### src/rtl/funnel_pkg.sv
package funnel_pkg;
  typedef enum logic [1:0] {
    OP_SRL = 2'b00,
    OP_SRA = 2'b01,
    OP_SLL = 2'b10,
    OP_ROR = 2'b11
  } shift_op_e;
endpackage

### src/rtl/funnel_front.sv
module funnel_front import funnel_pkg::*; #(
  parameter int W     = 32,
  parameter int AMT_W = $clog2(W),
  localparam int FW   = W + (1 << AMT_W) - 1
) (
  input  logic [W-1:0]     data_i,
  input  logic [AMT_W-1:0] amount_i,
  input  logic [1:0]       op_i,
  output logic [FW-1:0]    funnel_o,
  output logic [AMT_W-1:0] amt_o
);
  // Top bit of the {hi,lo} pair is never reachable in 0..31, so it is dropped.
  always_comb begin
    unique case (shift_op_e'(op_i))
      OP_SRL: begin
        funnel_o = {{(W-1){1'b0}}, data_i};
        amt_o    = amount_i;
      end
      OP_SRA: begin
        funnel_o = {{(W-1){data_i[W-1]}}, data_i};
        amt_o    = amount_i;
      end
      OP_SLL: begin
        // {data,0} pre-moved by 1, then moved by ~k: total 32-k.
        funnel_o = {data_i, {(W-1){1'b0}}};
        amt_o    = ~amount_i;
      end
      default: begin
        funnel_o = {data_i[W-2:0], data_i};
        amt_o    = amount_i;
      end
    endcase
  end

  always_comb begin
    if (op_i == OP_ROR)
      assert_ror_feedback_R4: assert (funnel_o[FW-1:W] == data_i[W-2:0]);
    if (op_i == OP_SLL)
      assert_sll_amount_inverted_R3: assert ((amt_o + amount_i) == {AMT_W{1'b1}});
  end
endmodule

### src/rtl/funnel_level.sv
module funnel_level #(
  parameter int IN_W  = 63,
  parameter int SHIFT = 1,
  localparam int OUT_W = IN_W - SHIFT
) (
  input  logic [IN_W-1:0]  d_i,
  input  logic             sel_i,
  output logic [OUT_W-1:0] q_o
);
  assign q_o = sel_i ? d_i[IN_W-1:SHIFT] : d_i[OUT_W-1:0];
endmodule

### src/rtl/funnel_shifter.sv
module funnel_shifter import funnel_pkg::*; #(
  parameter int W      = 32,
  localparam int AMT_W = $clog2(W),
  localparam int FW    = W + (1 << AMT_W) - 1
) (
  input  logic [W-1:0]     data_i,
  input  logic [AMT_W-1:0] amount_i,
  input  logic [1:0]       op_i,
  output logic [W-1:0]     result_o
);
  logic [FW-1:0]    funnel;
  logic [AMT_W-1:0] amt;

  funnel_front #(.W(W), .AMT_W(AMT_W)) i_front (
    .data_i   (data_i),
    .amount_i (amount_i),
    .op_i     (op_i),
    .funnel_o (funnel),
    .amt_o    (amt)
  );

  // Level i moves by 2**i; each level drops bits no later level can reach.
  for (genvar i = 0; i < AMT_W; i++) begin : g_lvl
    localparam int IN_W  = FW - ((1 << i) - 1);
    localparam int OUT_W = IN_W - (1 << i);
    logic [OUT_W-1:0] q;
    if (i == 0) begin : g_first
      funnel_level #(.IN_W(IN_W), .SHIFT(1 << i)) i_level (
        .d_i(funnel), .sel_i(amt[i]), .q_o(q)
      );
    end else begin : g_next
      funnel_level #(.IN_W(IN_W), .SHIFT(1 << i)) i_level (
        .d_i(g_lvl[i-1].q), .sel_i(amt[i]), .q_o(q)
      );
    end
  end

  assign result_o = g_lvl[AMT_W-1].q;

  logic [W-1:0] low_mask;
  assign low_mask = (W'(1) << amount_i) - W'(1);

  always_comb begin
    if (op_i == OP_SRL && amount_i != '0)
      assert_srl_zero_fill_R1: assert (result_o[W-1] == 1'b0);
    if (op_i == OP_SRA)
      assert_sra_sign_kept_R2: assert (result_o[W-1] == data_i[W-1]);
    if (op_i == OP_SLL)
      assert_sll_low_zero_R3: assert ((result_o & low_mask) == '0);
    if (op_i == OP_ROR)
      assert_ror_ones_kept_R4: assert ($countones(result_o) == $countones(data_i));
    if (amount_i == '0)
      assert_zero_amount_identity_R5: assert (result_o == data_i);
  end
endmodule

### config.mk
export PLATFORM = sky130hd
export DESIGN_NAME = funnel_shifter
export DESIGN_NICKNAME = d
export VERILOG_FILES = /design/src/rtl/funnel_pkg.sv /design/src/rtl/funnel_front.sv /design/src/rtl/funnel_level.sv /design/src/rtl/funnel_shifter.sv
export SDC_FILE = /design/constraint.sdc
export NUM_CORES = 1
export LEC_CHECK = 0
export BUFFER_PORTS_ARGS = -buffer_cell sky130_fd_sc_hd__buf_2
export CAP_MARGIN = 20
export CORE_UTILIZATION = 29
export DETAILED_ROUTE_END_ITERATION = 8
export PLACE_DENSITY_LB_ADDON = 0.2
export SETUP_SLACK_MARGIN = 0.1
export SLEW_MARGIN = 20
export SYNTH_ARGS = -nofsm -noshare
export SYNTH_HDL_FRONTEND = slang
export SYNTH_HIERARCHICAL = 1
export SYNTH_SLANG_ARGS = --single-unit
### constraint.sdc
create_clock -name vclk -period 5.13
set_input_delay 0.2565 -clock vclk [all_inputs]
set_output_delay 0.2565 -clock vclk [all_outputs]
set_load 0.1 [all_outputs]
==> results.txt <==
For this run, the slowest stage of the critical path takes 0.68 ns. In this run the post-CTS setup repair buffer count came out at 0. The slew of the pin with the lowest slew margin came out at 0.897 ns. The worst pin sits at a relative slew slack of 40.2%. Row generation in the floorplan step produced 47 rows. The distinct cell type count after synthesis was 13; the via count of the first global-routing pass was 3190. Global routing consumed, over all layers together, 13.9% of the routing resources. Summed over all nets, the half-perimeter wirelength after detailed placement is 11100 um.

The average cell area after synthesis is 12.4 sq um, and the initial core utilization is 29.9%. The run gives 5 as the number of detailed-routing iterations run before antenna repair. The arrival time of the worst setup path was 3.94 ns. By area the synthesized netlist is led by sky130_fd_sc_hd__mux2_4, sky130_fd_sc_hd__mux2_2, sky130_fd_sc_hd__mux2i_1. The completed layout was analyzed and its total power is 1.67 mW. The initial antenna violation count is 0, and the quantity of gates resized following cts is 0. Kind of launch point of the worst setup path: a primary input. The maximum fanout count along the critical path was 62; the design area was 5170 sq um. The run gives 348 uV as the highest ir drop seen on vdd.

Number of maximum-capacitance constraint violations: 0. Along the worst hold path, the cell count comes to 5. The width of the die came out at 133 um. The first global-routing pass estimated 19200 um of wire. The share of cells above drive strength 1 was 78.3%; the overall routed net length was 12800 um.

The initial DRC count was 69. The number of top-level design ports was 71. In this run the static leakage power is 2.64 nW. By startpoint and endpoint, the worst setup path is classified as in -> out. For the maximum clock rate, the log shows 0.238 GHz. The max-slew violation count came out at 0.

The tools report the count of clock buffers in the final design as 0. Excluding fillers, the count of instances in the completed layout stands at 657. The worst hold path endpoint is result_o[29].

The power per cell area is 324 nW/um^2, and the average detailed-routed wire length per instance is 19.5 um. The tools report the number of warnings printed during yosys synthesis as 6. Worst endpoint required time: 4.87 ns. The die covers 17700 sq um. The cell type with the highest occurrence count on the critical path is sky130_fd_sc_hd__mux2_4.

The run gives 4990 sq um as the summed instance area of the synthesized netlist. For this run, the register share of the synthesized area comes to 0%. Dividing the detail-routed via count by the number of cells gives 4.73. The worst setup path is captured at a primary output.

At the end of routability-driven placement, the weighted congestion stood at 0.810. For the number of buffers added to fix hold violations after cts, the log shows 0. The detailed router placed 3106 vias in this run. Setup repair after global routing left no endpoint under its margin. The run gives 442 as the post-synth net total. Entering global routing, the biggest net connects 63 pins.

Summed over all layers, the global routing overflow is 0. For the final routed database, the setup TNS stands at 0 ns. The smallest clock period supported by the final layout is computed as 4.20 ns. The run gives 0 as the antenna diode instance count. Total cell area at the placement stage: 5170 sq um. After the last flow step, the layout net total stands at 478. The tools report the share of the core filled with cells in the final layout as 31.0%.

Sequential cells placed in the final layout were counted as 0. For this run, design rule violations remaining after detail routing come to 0. Cell taking the most area after synthesis: sky130_fd_sc_hd__mux2_4. The area occupied by registers is 0 sq um. The startpoint identified for the worst hold timing path is amount_i[4]. Post-synthesis to final-layout area growth: 3.74%. The signal on the critical path passes through buf_2 -> nand2b_4 -> xnor2_2 -> buf_12 -> mux2_4 -> mux2_4 -> mux2_4 -> mux2_2 -> mux2_4 -> buf_2. The number of instances in the synthesized netlist is 403. Path class of the lowest-slack min-delay path: in -> out.

Once detail routing completed, the nets flagged for antenna violations numbered 0. Of the available clock period, the critical path in the final layout requires 81.8%. From bottom edge to top edge, the die measures 133 um. The run gives 657 as the placed instance count. The tools report the total core area as 16700 sq um. The number of buffers added on ports works out to 71. The flow ran to the end, and the final reports show no timing, DRC or antenna violations.

Count of final hold-check violations: 0. Setup violations remaining at the end of the flow were counted as 0. On the critical path, the stage with the largest delay is an instance of sky130_fd_sc_hd__buf_2. Top cell type's share of synthesized area: 63.5%.
how the worst max path moves through the flow:
stage	from	end	cells past startpoint
6_report	op_i[0]	result_o[20]	10
5_1_grt	op_i[0]	result_o[20]	10
4_1_cts	op_i[0]	result_o[5]	10
3_5_place_dp	op_i[0]	result_o[20]	10
3_3_place_gp	op_i[0]	result_o[5]	10
2_1_floorplan	op_i[0]	result_o[29]	12
report_power, final:
part | total [mW] | switching, mW | internal, mW
Clock | 0 | 0 | 0
Sequential | 0 | 0 | 0
Combinational | 1.67 | 1.02 | 0.659
Total | 1.67 | 1.02 | 0.659
cells by family (layout without fill, tap and decap cells):
family / count (synthesis) / in the layout / share of synthesized area [%]
AOI/OAI and AO/OA: 31 / 31 / 3.11
muxes: 290 / 290 / 80.6
buffers and inverters: 44 / 78 / 11.1
and+or+nand+nor: 33 / 33 / 4.31
xor gates and xnor gates: 5 / 5 / 0.878
final cells by class:
class / instances / area (sq um)
repair buffers: 77 / 425
well taps: 220 / 275
multi-input cells: 359 / 4470
fillers: 1750 / 11500
inverters: 1 / 3.75
routing by layer:
| layer | up-vias | wire [um] | track usage, % |
|---|---|---|---|
| met5 | - | 0 | 0 |
| met4 | 0 | 0 | 0 |
| li1 | 1559 | - | - |
| met1 | 1473 | 7270 | 22.2 |
| met2 | 74 | 5090 | 21.3 |
| met3 | 0 | 460 | 0.837 |
critical path, delay by kind of cell:
family	cells	cell delay (ns)
multiplexers	5	1.54
buffers and inverters	3	1.38
AND/OR/NAND/NOR	1	0.55
XOR/XNOR	1	0.18
cells in the mapped netlist:
cell and count:
sky130_fd_sc_hd__mux2_4 211, sky130_fd_sc_hd__mux2_2 48, sky130_fd_sc_hd__and2_1 31, sky130_fd_sc_hd__mux2i_1 31
sky130_fd_sc_hd__o21ai_0 31, sky130_fd_sc_hd__buf_6 19, sky130_fd_sc_hd__buf_12 15, sky130_fd_sc_hd__clkbuf_1 6
sky130_fd_sc_hd__xnor2_1 5, sky130_fd_sc_hd__buf_2 3, sky130_fd_sc_hd__inv_1 1, sky130_fd_sc_hd__nand2b_4 1
sky130_fd_sc_hd__nand3b_1 1
metrics by stage:
step | hold slack, ns | setup WS (ns)
floorplan | 1.19 | 2.03
global placement | 1.66 | 0.990
detailed placement | 1.65 | 0.932
CTS | 1.66 | 0.923
global route | 1.71 | 0.802
finish | 1.65 | 0.935
cell usage in the layout, fill, tap and decap left out:
cell	instances
sky130_fd_sc_hd__mux2i_1	31
sky130_fd_sc_hd__and2_1	31
sky130_fd_sc_hd__mux2_2	48
sky130_fd_sc_hd__xnor2_2	5
sky130_fd_sc_hd__buf_2	71
sky130_fd_sc_hd__buf_12	2
sky130_fd_sc_hd__nand3b_1	1
sky130_fd_sc_hd__inv_1	1
sky130_fd_sc_hd__o21ai_0	31
sky130_fd_sc_hd__buf_4	4
sky130_fd_sc_hd__mux2_4	211
sky130_fd_sc_hd__nand2b_4	1
No activity file was read; power rests on OpenSTA's default activity.
